<file path="config.mk">
export PLATFORM = sky130hd
export DESIGN_NAME = pbus_xfer_engine
export DESIGN_NICKNAME = d
export VERILOG_FILES = /design/src/rtl/pbus_pkg.sv /design/src/rtl/pbus_fifo.sv /design/src/rtl/pbus_tick_div.sv /design/src/rtl/pbus_id_seq.sv /design/src/rtl/pbus_seq.sv /design/src/rtl/pbus_xfer_engine.sv
export SDC_FILE = /design/constraint.sdc
export NUM_CORES = 1
export LEC_CHECK = 0
export ABC_AREA = 1
export BUFFER_PORTS_ARGS = -buffer_cell sky130_fd_sc_hd__buf_2
export CAP_MARGIN = 20
export CORE_MARGIN = 4
export CORE_UTILIZATION = 30
export DETAILED_ROUTE_END_ITERATION = 8
export GPL_TIMING_DRIVEN = 0
export PLACE_DENSITY_LB_ADDON = 0.15
export SLEW_MARGIN = 20
export SYNTH_ARGS = -nofsm -noshare
export SYNTH_HDL_FRONTEND = slang
export SYNTH_SLANG_ARGS = --single-unit
</file>
<file path="constraint.sdc">
create_clock -name clk -period 10.2 [get_ports clk]
set_clock_uncertainty 0.15 [all_clocks]
set_input_delay 2.04 -clock clk [delete_from_list [all_inputs] [get_ports clk]]
set_output_delay 2.04 -clock clk [all_outputs]
set_load 0.005 [all_outputs]
</file>
<file path="src/rtl/pbus_pkg.sv">
package pbus_pkg;
  localparam int WORD_W = 32;
  localparam int LOW_W  = 4;
  localparam int CYC_W  = 6;
  localparam int PICK_W = 5;

  typedef struct packed {
    logic [LOW_W-1:0] low_m1;
    logic [CYC_W-1:0] cyc_m1;
  } strobe_tim_t;

  function automatic logic [CYC_W-1:0] low_ticks_eff(strobe_tim_t t);
    logic [CYC_W-1:0] lt;
    lt = CYC_W'(t.low_m1) + CYC_W'(1);
    return (lt <= t.cyc_m1) ? lt : t.cyc_m1;
  endfunction
endpackage

</file>
<file path="src/rtl/pbus_fifo.sv">
module pbus_fifo #(
  parameter int W     = 32,
  parameter int DEPTH = 8,
  localparam int AW   = $clog2(DEPTH),
  localparam int CW   = AW + 1
) (
  input  logic          clk,
  input  logic          rst,
  input  logic          push,
  input  logic [W-1:0]  din,
  input  logic          pop,
  output logic [W-1:0]  dout,
  output logic          full,
  output logic          empty,
  output logic [CW-1:0] count
);
  logic [W-1:0]  mem [DEPTH];
  logic [AW-1:0] wr_ptr, rd_ptr;
  logic          do_push, do_pop;

  assign full    = (count == CW'(DEPTH));
  assign empty   = (count == '0);
  assign do_push = push && !full;
  assign do_pop  = pop && !empty;
  assign dout    = mem[rd_ptr];

  always_ff @(posedge clk) begin
    if (do_push) mem[wr_ptr] <= din;
  end

  always_ff @(posedge clk) begin
    if (rst) begin
      wr_ptr <= '0;
      rd_ptr <= '0;
      count  <= '0;
    end else begin
      if (do_push) wr_ptr <= (int'(wr_ptr) == DEPTH-1) ? '0 : wr_ptr + AW'(1);
      if (do_pop)  rd_ptr <= (int'(rd_ptr) == DEPTH-1) ? '0 : rd_ptr + AW'(1);
      case ({do_push, do_pop})
        2'b10:   count <= count + CW'(1);
        2'b01:   count <= count - CW'(1);
        default: count <= count;
      endcase
    end
  end

  // occupancy never exceeds the depth
  p_count_bound_r12: assert property (@(posedge clk) disable iff (rst)
    count <= CW'(DEPTH));
  // a full FIFO given a lone push keeps its count
  p_full_hold_r12: assert property (@(posedge clk) disable iff (rst)
    (full && push && !pop) |=> full);
endmodule

</file>
<file path="src/rtl/pbus_tick_div.sv">
module pbus_tick_div #(
  parameter int DIV_W = 3
) (
  input  logic             clk,
  input  logic             rst,
  input  logic             en,
  input  logic [DIV_W-1:0] div_m1,
  output logic             tick
);
  logic [DIV_W-1:0] cnt;

  assign tick = en && (cnt >= div_m1);

  always_ff @(posedge clk) begin
    if (rst || !en)  cnt <= '0;
    else if (tick)   cnt <= '0;
    else             cnt <= cnt + DIV_W'(1);
  end

  // with a divider above one, ticks are never back to back
  p_tick_gap_r1: assert property (@(posedge clk) disable iff (rst)
    (tick && div_m1 != '0) |=> (!tick || div_m1 == '0));
endmodule

</file>
<file path="src/rtl/pbus_id_seq.sv">
module pbus_id_seq #(
  parameter logic [31:0] COMP_CODE = 32'h00C0_FFEE,
  parameter logic [15:0] VER_MAJ   = 16'd2,
  parameter logic [15:0] VER_MIN   = 16'd1
) (
  input  logic        clk,
  input  logic        rst,
  input  logic        clear,
  input  logic        rd,
  output logic [31:0] data
);
  logic [1:0] idx;

  always_ff @(posedge clk) begin
    if (rst)                     idx <= 2'd3;
    else if (clear)              idx <= 2'd0;
    else if (rd && idx != 2'd3)  idx <= idx + 2'd1;
  end

  always_comb begin
    case (idx)
      2'd0:    data = 32'h5555_5555;
      2'd1:    data = 32'hAAAA_AAAA;
      2'd2:    data = COMP_CODE;
      default: data = {VER_MAJ, VER_MIN};
    endcase
  end

  // a clear always leads to the first sync pattern
  p_id_first_r10: assert property (@(posedge clk) disable iff (rst)
    clear |=> (data == 32'h5555_5555));
endmodule

</file>
<file path="src/rtl/pbus_seq.sv">
module pbus_seq
  import pbus_pkg::*;
#(
  parameter int BUS_W = 16,
  parameter int LEN_W = 18,
  parameter int DEPTH = 8,
  localparam int CW   = $clog2(DEPTH) + 1,
  localparam int SH_W = 11
) (
  input  logic              clk,
  input  logic              rst,
  input  logic              tick,
  input  logic              start,
  input  logic              dir_rd_in,
  input  strobe_tim_t       tim_in,
  input  logic [PICK_W-1:0] pw_m1,
  input  logic [PICK_W-1:0] pc_m1,
  input  logic [LEN_W-1:0]  len_m1,
  input  logic              we_block,
  input  logic              wf_empty,
  input  logic [WORD_W-1:0] wf_rdata,
  input  logic [CW-1:0]     rf_count,
  input  logic [BUS_W-1:0]  bus_din,
  output logic              wf_pop,
  output logic              rf_push,
  output logic [WORD_W-1:0] rf_wdata,
  output logic              we_n,
  output logic              re_n,
  output logic [BUS_W-1:0]  dout,
  output logic              busy,
  output logic              dir_rd
);
  logic              active, in_cyc;
  logic [CYC_W-1:0]  phase, cyc_q, low_q;
  logic [PICK_W-1:0] pick, pw_q, pc_q;
  logic [LEN_W-1:0]  left;
  logic [WORD_W-1:0] word_q;

  logic              cyc_end, slot_free, last_cyc, more, word_last, push_now;
  logic              need_word, room, can_begin, capture;
  logic [PICK_W-1:0] next_pick;
  logic [CYC_W-1:0]  width;
  logic [SH_W-1:0]   out_sh, cap_sh;
  logic [BUS_W-1:0]  mask, pick_val;
  logic [WORD_W-1:0] src_word, shifted, cap_word;

  assign busy   = active;
  assign dir_rd = dir_rd_in & 1'b0 | rd_q_w;

  logic rd_q_w;

  always_comb begin
    cyc_end   = tick && in_cyc && (phase == cyc_q);
    slot_free = !in_cyc || cyc_end;
    last_cyc  = (left == '0);
    more      = !in_cyc || !last_cyc;
    word_last = (pick == pc_q);
    push_now  = rd_q_w && cyc_end && (word_last || last_cyc);
    if (in_cyc) next_pick = word_last ? '0 : pick + PICK_W'(1);
    else        next_pick = pick;
    need_word = (next_pick == '0);
    if (rd_q_w) room = (int'(rf_count) + (push_now ? 1 : 0)) < DEPTH;
    else        room = !wf_empty;
    can_begin = active && tick && slot_free && more && (!need_word || room);
    wf_pop    = can_begin && !rd_q_w && need_word;
    capture   = rd_q_w && in_cyc && tick && (phase == low_q - CYC_W'(1));

    width  = CYC_W'(pw_q) + CYC_W'(1);
    if (int'(width) >= BUS_W) mask = '1;
    else                      mask = (BUS_W'(1) << width) - BUS_W'(1);

    src_word = (need_word && !rd_q_w) ? wf_rdata : word_q;
    out_sh   = SH_W'(next_pick) * SH_W'(width);
    shifted  = src_word >> out_sh;
    pick_val = shifted[BUS_W-1:0] & mask;

    cap_sh   = SH_W'(pick) * SH_W'(width);
    cap_word = word_q | (WORD_W'(bus_din & mask) << cap_sh);

    rf_push  = push_now;
    rf_wdata = word_q;
  end

  logic rd_q, gate_q;
  assign rd_q_w = rd_q;

  always_ff @(posedge clk) begin
    if (rst) begin
      active <= 1'b0;
      in_cyc <= 1'b0;
      phase  <= '0;
      cyc_q  <= '0;
      low_q  <= '0;
      pick   <= '0;
      pw_q   <= '0;
      pc_q   <= '0;
      left   <= '0;
      word_q <= '0;
      rd_q   <= 1'b0;
      gate_q <= 1'b0;
      we_n   <= 1'b1;
      re_n   <= 1'b1;
      dout   <= '0;
    end else if (start && !active) begin
      active <= 1'b1;
      in_cyc <= 1'b0;
      phase  <= '0;
      pick   <= '0;
      rd_q   <= dir_rd_in;
      cyc_q  <= tim_in.cyc_m1;
      low_q  <= low_ticks_eff(tim_in);
      pw_q   <= pw_m1;
      pc_q   <= pc_m1;
      left   <= len_m1;
      word_q <= '0;
    end else if (active && tick) begin
      if (capture) word_q <= cap_word;
      if (can_begin) begin
        in_cyc <= 1'b1;
        phase  <= '0;
        pick   <= next_pick;
        if (need_word) word_q <= rd_q ? '0 : wf_rdata;
        if (!rd_q) dout <= pick_val;
        gate_q <= !we_block;
        we_n   <= rd_q || we_block;
        re_n   <= !rd_q;
        if (in_cyc) left <= left - LEN_W'(1);
      end else if (cyc_end) begin
        in_cyc <= 1'b0;
        pick   <= next_pick;
        we_n   <= 1'b1;
        re_n   <= 1'b1;
        if (last_cyc) active <= 1'b0;
        else          left   <= left - LEN_W'(1);
      end else if (in_cyc) begin
        phase <= phase + CYC_W'(1);
        if (phase + CYC_W'(1) == low_q) begin
          we_n <= 1'b1;
          re_n <= 1'b1;
        end
      end
    end
  end

  // the two strobes are never active together
  p_one_strobe_r3: assert property (@(posedge clk) disable iff (rst)
    !(!we_n && !re_n));
  // strobes only move on the clock after a tick
  p_edge_on_tick_r1: assert property (@(posedge clk) disable iff (rst)
    !tick |=> ($stable(we_n) && $stable(re_n)));
  // a word is never taken from an empty write FIFO
  p_pop_has_data_r6: assert property (@(posedge clk) disable iff (rst)
    wf_pop |-> !wf_empty);
  // an idle engine drives no strobe
  p_idle_quiet_r5: assert property (@(posedge clk) disable iff (rst)
    !active |-> (we_n && re_n));
  // a blocked write strobe stays high through the transfer
  p_we_blocked_r8: assert property (@(posedge clk) disable iff (rst)
    (active && !gate_q && !rd_q && in_cyc) |-> we_n);
endmodule

</file>
<file path="src/rtl/pbus_xfer_engine.sv">
module pbus_xfer_engine
  import pbus_pkg::*;
#(
  parameter int BUS_W      = 16,
  parameter int LEN_W      = 18,
  parameter int DIV_W      = 3,
  parameter int FIFO_DEPTH = 8,
  localparam int CW        = $clog2(FIFO_DEPTH) + 1
) (
  input  logic              clk,
  input  logic              rst,
  input  logic              cfg_enable,
  input  logic              cfg_soft_reset,
  input  logic [DIV_W-1:0]  cfg_clk_div,
  input  logic [LOW_W-1:0]  cfg_wr_low,
  input  logic [CYC_W-1:0]  cfg_wr_cyc,
  input  logic [LOW_W-1:0]  cfg_rd_low,
  input  logic [CYC_W-1:0]  cfg_rd_cyc,
  input  logic [PICK_W-1:0] cfg_pick_w,
  input  logic [PICK_W-1:0] cfg_pick_n,
  input  logic [LEN_W-1:0]  cfg_len,
  input  logic              cfg_read,
  input  logic              cfg_data_sel,
  input  logic              cfg_cs_ctl,
  input  logic              cfg_we_ctl,
  input  logic              start,
  output logic              busy,
  output logic              wr_done,
  input  logic              wf_push,
  input  logic [WORD_W-1:0] wf_data,
  output logic              wf_full,
  output logic              wf_empty,
  input  logic              rf_pop,
  output logic [WORD_W-1:0] rf_data,
  output logic              rf_empty,
  output logic              bus_cs_n,
  output logic              bus_we_n,
  output logic              bus_re_n,
  output logic              bus_dc,
  output logic [BUS_W-1:0]  bus_dout,
  input  logic [BUS_W-1:0]  bus_din,
  input  logic              id_clear,
  input  logic              id_read,
  output logic [WORD_W-1:0] id_data
);
  logic              self_rst_q, int_rst, tick;
  logic              start_req, cyc_bad, eng_start, eng_rd;
  logic              wf_pop, rf_push, rf_full;
  logic [WORD_W-1:0] wf_rdata, rf_wdata;
  logic [CW-1:0]     wf_count, rf_count;
  strobe_tim_t       tim_sel;

  assign int_rst   = rst || cfg_soft_reset || self_rst_q;
  assign tim_sel   = cfg_read ? '{low_m1: cfg_rd_low, cyc_m1: cfg_rd_cyc}
                              : '{low_m1: cfg_wr_low, cyc_m1: cfg_wr_cyc};
  assign start_req = start && cfg_enable && !busy;
  assign cyc_bad   = (tim_sel.cyc_m1 < CYC_W'(2));
  assign eng_start = start_req && !cyc_bad;
  assign wr_done   = !(busy && !eng_rd);

  always_ff @(posedge clk) begin
    if (rst) begin
      self_rst_q <= 1'b0;
      bus_cs_n   <= 1'b1;
      bus_dc     <= 1'b0;
    end else begin
      self_rst_q <= start_req && cyc_bad;
      bus_cs_n   <= cfg_cs_ctl;
      bus_dc     <= cfg_data_sel;
    end
  end

  pbus_tick_div #(.DIV_W(DIV_W)) u_div (
    .clk(clk), .rst(int_rst), .en(cfg_enable), .div_m1(cfg_clk_div), .tick(tick)
  );

  pbus_fifo #(.W(WORD_W), .DEPTH(FIFO_DEPTH)) u_wfifo (
    .clk(clk), .rst(int_rst), .push(wf_push), .din(wf_data), .pop(wf_pop),
    .dout(wf_rdata), .full(wf_full), .empty(wf_empty), .count(wf_count)
  );

  pbus_fifo #(.W(WORD_W), .DEPTH(FIFO_DEPTH)) u_rfifo (
    .clk(clk), .rst(int_rst), .push(rf_push), .din(rf_wdata), .pop(rf_pop),
    .dout(rf_data), .full(rf_full), .empty(rf_empty), .count(rf_count)
  );

  pbus_seq #(.BUS_W(BUS_W), .LEN_W(LEN_W), .DEPTH(FIFO_DEPTH)) u_seq (
    .clk(clk), .rst(int_rst), .tick(tick), .start(eng_start),
    .dir_rd_in(cfg_read), .tim_in(tim_sel), .pw_m1(cfg_pick_w),
    .pc_m1(cfg_pick_n), .len_m1(cfg_len), .we_block(cfg_we_ctl),
    .wf_empty(wf_empty), .wf_rdata(wf_rdata), .rf_count(rf_count),
    .bus_din(bus_din), .wf_pop(wf_pop), .rf_push(rf_push),
    .rf_wdata(rf_wdata), .we_n(bus_we_n), .re_n(bus_re_n),
    .dout(bus_dout), .busy(busy), .dir_rd(eng_rd)
  );

  pbus_id_seq u_id (
    .clk(clk), .rst(rst), .clear(id_clear), .rd(id_read), .data(id_data)
  );

  // chip-select and command/data track their controls one clock later
  p_cs_follow_r8: assert property (@(posedge clk) disable iff (rst)
    !$past(rst) |-> (bus_cs_n == $past(cfg_cs_ctl) && bus_dc == $past(cfg_data_sel)));
  // a start with a too-short cycle leaves the block idle and flushed
  p_self_reset_r7: assert property (@(posedge clk) disable iff (rst || cfg_soft_reset)
    (start_req && cyc_bad) |=> ##1 (wf_empty && !busy));
  // a disabled block never begins a transfer
  p_disabled_idle_r11: assert property (@(posedge clk) disable iff (rst)
    (!cfg_enable && !busy) |=> !busy);
  // the read FIFO is never pushed when full
  p_rf_no_overflow_r12: assert property (@(posedge clk) disable iff (rst)
    !(rf_push && rf_full));
endmodule

</file>
==> flow_summary.toml, run 1 <==
[route]
drt_pass1_iterations = 5
drt_iter0_drc = 2244
ant_nets = 0
wirelength_um = 114000
avgRoutedWirePerCell_um = 20.8
drc = 0
vias_per_cell = 5.00
vias = 27300

[cts]
tritoncts = "built"
cts_resized = 0
path_clk_slew_ns = 0.07
root_buffer = "clkbuf_16"
ctsHoldBuffers = 0
cts.path.max_buffers = 3
clk_latency_ns = 0.65
post_cts_buffers = 0
clock-sinks = 650
cts_buffers = 76
htreeDepth = 3

[synth]
synth_cell_types = 52
synth-async-reset-ratio_pct = 0
synth.yosys.warnings = 0
synth.yosys.seq_area_share_pct = 55.0
synth.net_count = 3860
synthCells = 3648
ys_seq_elements = 650
synthFlopType = "edfxtp_1"
synth_edf_count = 512
synth.avg_cell_area_um2 = 9.04
syn-cell-area_um2 = 33000

[worst_setup_path]
critPathCaptureType = "flip-flop"
crit_buf_inv = 4
cpPeakStageDelay_ns = 0.55
worst-endpoint-arrival_ns = 6.82
cp_top_family = "simple AND/OR/NAND/NOR gates"
crit_fanout = 10
crit_slowest_cell = "fa_1"
r2r-start = "u_seq.in_cyc"
worst_ep_required_time_ns = 10.61
critPathLaunchType = "flip-flop"
crit_start = "u_seq.in_cyc"
path_class = "reg -> reg"

[die]
io_pins = 201
fp.coreArea_um2 = 109000
start_util_pct = 30.2
dieArea_um2 = 115000
rows = 121
die_w_um = 339
die_y_um = 339

[placement]
portBuffers = 200
place.gp.congestion = 0.894
dp_hpwl_um = 83700

[run]
cap_viol_max_count = 0

[global_routing]
grt_start_max_net_pins = 18
grt_usage_pct = 19.1
grt_antenna_before_repair = 12
grt_pass1_wl_um = 168000
grt_pass1_vias = 26100
overflow = 0

[final_layout]
fillers = 11200
drive_above_1_share_pct = 12.1
post-route-util_pct = 35.8
nets = 4184
area_growth_syn_to_layout_pct = 18.3

[min_path]
min_from = "u_div.cnt[0]"
hold_path_class = "reg -> reg"

[sta]
min_period_over_period_pct = 62.8
grt_setup_unrepaired = "false"
setup_violations = 0
slew_headroom_pct = 26.8
min_period_ns = 6.41
hold_viol = 0
slew_viol_final = 0
tightest_slew_ns = 1.10
max_freq_mhz = 156
tns_ns = 0

[run_status]
outcome = "finished, final reports clean"

[power]
peakVddDrop_v = 0.000107
p_leak_nw = 15.6
power.density_nw_per_um2 = 155
## power breakdown
group	total [mW]	switching, mW	internal (mW)	leakage [nW]
sequential	2.88	0.0119	2.86	5.95
clock	2.78	1.14	1.65	1.21
combinational	0.402	0.264	0.138	8.40
total	6.06	1.41	4.65	15.6
## kinds of logic after synthesis
family          Yosys count  share of synthesized area [%]
simple gates           1669                           21.5
xor+xnor                 43                           1.14
mux                       3                         0.0911
flops                   650                           55.0
compound gates          705                           12.0
buf+inv                 478                           5.94
fa+ha+maj               100                           4.39
## final cells by class
type                            count  area, µm²  area share [%]
Timing Repair Buffer              246       1630            4.17
Buffer                            223       1000            2.56
Inverter                          255        957            2.45
Clock inverter                     33        432            1.11
Clock buffer                      107       2090            5.36
Sequential cell                   650      18100            46.5
Antenna cell                        8       20.0          0.0513
Multi-Input combinational cell   2520      13000            33.3
Tap cell                         1414       1770            4.54
## cell usage in the layout, fill, tap and decap left out, drive strengths merged, types with 6 or more instances in the layout
cell type  count
a211oi        12
a21oi        209
a221oi        36
a31oi         62
a32o           9
buf          343
bufinv         8
clkbuf       233
clkinv        26
dfxtp        138
diode          8
edfxtp       512
fa            26
ha            74
inv          253
nand2        712
nand3        408
nand4         27
nor2         458
nor3          29
o211ai         6
o21ai        311
o22ai         40
or2           28
xnor2         17
xor2          26
## sequential cells by signal, indices dropped and copies added (netlist names), 2 cells and up, named ones only
signal / cells
u_seq.rf_wdata: 32
u_rfifo.mem: 256
u_rfifo.rd_ptr: 3
u_id.idx: 2
u_seq.pw_q: 5
u_wfifo.rd_ptr: 3
u_seq.phase: 6
u_rfifo.count: 4
u_wfifo.mem: 256
u_seq.pc_q: 5
u_div.cnt: 3
u_seq.pick: 5
u_seq.left: 18
u_seq.cyc_q: 6
u_wfifo.count: 4
u_seq.dout: 16
u_wfifo.wr_ptr: 3
u_seq.low_q: 6
u_rfifo.wr_ptr: 3
## path summary, 6_finish.rpt
check	to	slack, ns	cells after the start
setup / recovery	u_seq.dout[0]	3.79	28
hold / removal	u_div.cnt[0]	0.31	1
setup reg to reg	u_seq.dout[0]	3.79	28
hold reg to reg	u_div.cnt[0]	0.31	1
## routing by layer
| layer | track usage [%] | vias up | routed length [µm] |
|---|---|---|---|
| met4 | 5.56 | 4 | 2690 |
| met5 | 0 | - | 26 |
| met1 | 26.8 | 13100 | 52700 |
| met2 | 30.8 | 743 | 52400 |
| met3 | 2.61 | 162 | 5770 |
| li1 | - | 13300 | - |
## metrics by stage
| step | worst slack, ns | instances | total power, mW | area [µm²] | hold slack, ns |
|---|---|---|---|---|---|
| finish | 3.79 | 5456 | 6.06 | 39000 | 0.305 |
| global route | 3.23 | 5453 | 6.27 | 39000 | 0.319 |
| CTS | 3.74 | 5448 | 6.13 | 39000 | 0.306 |
| detailed placement | 3.26 | 5308 | 3.33 | 36500 | 0.292 |
| global placement | 0.629 | 5262 | 3.32 | 35700 | 0.289 |
| floorplan | 3.82 | 3648 | 3.16 | 33000 | 0.267 |
## worst register-to-register path, delay by kind of cell (launching register included)
kind                       cells  cell delay (ns)
DFF                            1             0.38
adders and majority gates      4             1.94
AOI/OAI and AO/OA              3             0.48
buffers and inverters          4             0.92
xor gates and xnor gates       2             0.34
and+or+nand+nor               15             2.11
## synth_stat cells, types with 27 or more instances
cell      count  area share (%)
o21ai_0     296             4.5
nor2_1      447             5.1
dfxtp_1     138             8.4
nor3_1       28            0.43
or2_2        27            0.51
nand2_1     703             8.0
o22ai_1      40            0.76
nand3_1     404             6.1
a221oi_1     36            0.96
a31oi_1      62             1.2
ha_1         74             2.8
buf_2        28            0.43
buf_1        37            0.42
buf_4        30            0.68
inv_1       234             2.7
edfxtp_1    512              47
clkbuf_1    126             1.4
a21oi_1     209             3.2
No activity file was read; power rests on OpenSTA's default activity.
==> run 2: changes to the inputs <==
ABC_AREA = 0   (was 1)
clock period = 5.3 ns   (was 10.2 ns; I/O delays follow)
==> run 2 against run 1 <==
  * Flip-flop and latch count did not move
  * Largest cell class unchanged
  * Utilization up 2.4 points
  * Fmax grew 4.7%
  * Clock power up 91%
  * Critical path type unchanged
  * First-iteration DRC count is 12% lower
  * Sequential power grew 92%
  * The run now ends with negative setup slack left
  * Count of clock-buffer cells in the layout shrank 15
==> flow_summary.toml, run 2 <==
[run_status]
outcome = "finished with violations"
failed_checks = "negative setup slack"

[worst_setup_path]
path_class = "reg -> reg"
r2r-end = "u_seq.dout[2]"
ff2ff_path_depth = 24
r2r_slack_ns = -0.82
cpPeakStageDelay_ns = 0.59
crit_top_cell = "fa_1"
crit_start = "u_seq.pick[1]"
crit_fanout = 4
cp_cell_sequence = "buf_6 -> xor2_4 -> nor3_4 -> nand2_2 -> nand2_4 -> buf_12 -> o31ai_4 -> nand2_1 -> fa_1 -> fa_1 -> fa_1 -> inv_2 -> ha_4 -> and2b_2 -> o21ai_4 -> or3_4 -> a311oi_4 -> nand3_4 -> or4b_4 -> a21oi_2 -> o32a_1 -> buf_4 -> o22ai_1 -> o21ai_1"
critPathLaunchType = "flip-flop"
r2r-start = "u_seq.pick[1]"
crit_slowest_cell = "or4b_4"
worst-endpoint-arrival_ns = 6.55
worst_ep_required_time_ns = 5.73
critPathCaptureType = "flip-flop"
setup.worst_path.end = "u_seq.dout[2]"

[power]
p_seq_share_pct = 47.5
power.switching_mw = 2.76
swShare_pct = 23.7
power_mw = 11.6
combPwrFrac_pct = 6.8
p_leak_nw = 14.8
peakVddDrop_v = 0.000229
clkPwrFrac_pct = 45.8
power.density_nw_per_um2 = 275
internal_power_mw = 8.87

[synth]
synth.net_count = 2805
synthFlopType = "edfxtp_1"
yosysMostFrequentCell = "edfxtp_1"
synth_commonest_cells = "edfxtp_1 (512), nor2_1 (204), nand2_1 (196)"
synth-async-reset-ratio_pct = 0
syn-cell-area_um2 = 33400
synth.yosys.seq_area_share_pct = 54.4
synth_cell_types = 130
synth.yosys.warnings = 0
synth_edf_count = 512
ys_seq_elements = 650
synth_area_leaders = "edfxtp_1 (46%), mux4_2 (9.0%), dfxtp_1 (8.3%)"
synth.avg_cell_area_um2 = 12.9
synthCells = 2593
synth_top_area_cell = "edfxtp_1"
yosysTopAreaCellShare_pct = 46.1

[cts]
clock-sinks = 650
htreeDepth = 3
path_clk_slew_ns = 0.06
cts_buffers = 78
root_buffer = "clkbuf_16"
cts.path.max_buffers = 3
clk_latency_ns = 0.67
tritoncts = "built"
ctsHoldBuffers = 0

[global_routing]
use_met1_pct = 25.2
overflow = 0
grt_pass1_vias = 24900
grt.met2_usage_pct = 32.5
grt_antenna_before_repair = 11
grt_busiest_layer = "met2"
use_met3_pct = 3.24
grt_start_max_net_pins = 20
grt_pass1_wl_um = 167000
grt_usage_pct = 19.2

[final_layout]
fin_area_um2 = 42200
fillers = 10600
layout.cells.most_common = "edfxtp_1"
finalNonFillerCells = 4591
post-route-util_pct = 38.2
drive_above_1_share_pct = 34.3
nets = 3246
multi_input_area_um2 = 15600
regArea_um2 = 18200
mostFrequentLayoutCells = "edfxtp_1 (512), buf_2 (227), nor2_1 (192), nand2_1 (182), buf_4 (139)"
area_growth_syn_to_layout_pct = 26.6

[route]
drc = 0
drt_pass1_iterations = 5
wirelength_um = 114000
ant_nets = 0
vias_per_cell = 5.27
avgRoutedWirePerCell_um = 24.8
vias = 24200
drt_iter0_drc = 1964

[sta]
hold_ws_ns = 0.314
hold_viol = 0
slew_viol_final = 0
grt_setup_unrepaired = "true"
tns_ns = -16.97
finalWorstSetupSlack_ns = -0.820
slew_headroom_pct = 24.7
setup_violations = 45
min_period_over_period_pct = 115
min_period_ns = 6.12
tightest_slew_ns = 1.12
max_freq_mhz = 163

[run]
cap_viol_max_count = 0

[die]
die_w_um = 341
rows = 122
start_util_pct = 30.2
die_y_um = 341
fp.coreArea_um2 = 111000
dieArea_um2 = 117000
io_pins = 201

[min_path]
hold_path_class = "reg -> reg"

[placement]
portBuffers = 199
dp_hpwl_um = 85200
dpl_worst_slack_ns = -1.64
dpl_cell_area_um2 = 37200
place.gp.congestion = 0.911
placed_cells = 4339
[run 2: layout make-up]
type	instances	area share [%]
sequential	650	43.0
multi-input combinational	1672	37.0
timing repair buffer	371	6.37
clock buffer	92	4.75
tap	1488	4.41
buffer	170	2.30
clock inverter	53	1.32
inverter	91	0.871
antenna	4	0.0237
[run 2: kinds of logic (layout without fill, tap and decap cells)]
kind of cell	count (synthesis)	count (layout)	synth area share [%]
muxes	260	260	13.1
and+or+nand+nor	733	733	11.0
buffers and inverters	271	777	3.77
adders and majority gates	100	100	4.34
DFF	650	650	54.4
xor gates and xnor gates	66	66	1.78
AOI/OAI and AO/OA	513	513	11.6
other	0	4	0
[run 2: worst min-delay path by stage]
stage	slack (ns)	from	end	depth (start not counted)
after floorplan	0.27	u_div.cnt[0]	u_div.cnt[0]	1
after global placement	0.29	u_div.cnt[0]	u_div.cnt[0]	1
after detailed placement	0.31	u_seq.dout[5]	u_seq.dout[5]	2
after CTS	0.32	u_seq.pc_q[2]	u_seq.pc_q[2]	2
after global routing	0.33	u_div.cnt[0]	u_div.cnt[0]	1
final	0.31	u_seq.dout[3]	u_seq.dout[3]	2
[run 2: timing repair]
item                                    4_1_cts  5_1_grt
buffers inserted                             85       25
pin swaps                                    96       52
endpoints found under the setup margin       48       49
gates cloned                                  0        1
gates resized for setup                     232       83
[run 2: worst max-delay path, delay by kind of cell (launching register included)]
kind | cells | cell delay, ns
fa+ha+maj | 4 | 1.82
xor+xnor | 1 | 0.17
flops | 1 | 0.33
compound gates | 7 | 1.36
simple gates | 8 | 1.76
buf+inv | 4 | 0.46
[run 2: power groups by stage]
stage	Clock [mW]	Sequential, mW	Combinational [mW]
final	5.32	5.52	0.787
after global routing	5.68	5.52	0.836
after CTS	5.48	5.52	0.764
after detailed placement	0	5.63	0.689
after global placement	0	5.63	0.671
after floorplan	0	5.62	0.385
[run 2: layer usage]
layer	up-vias	wire length [µm]
met1	12300	49500
met3	195	5860
met4	0	3730
met5	-	0
li1	10900	-
met2	757	54900
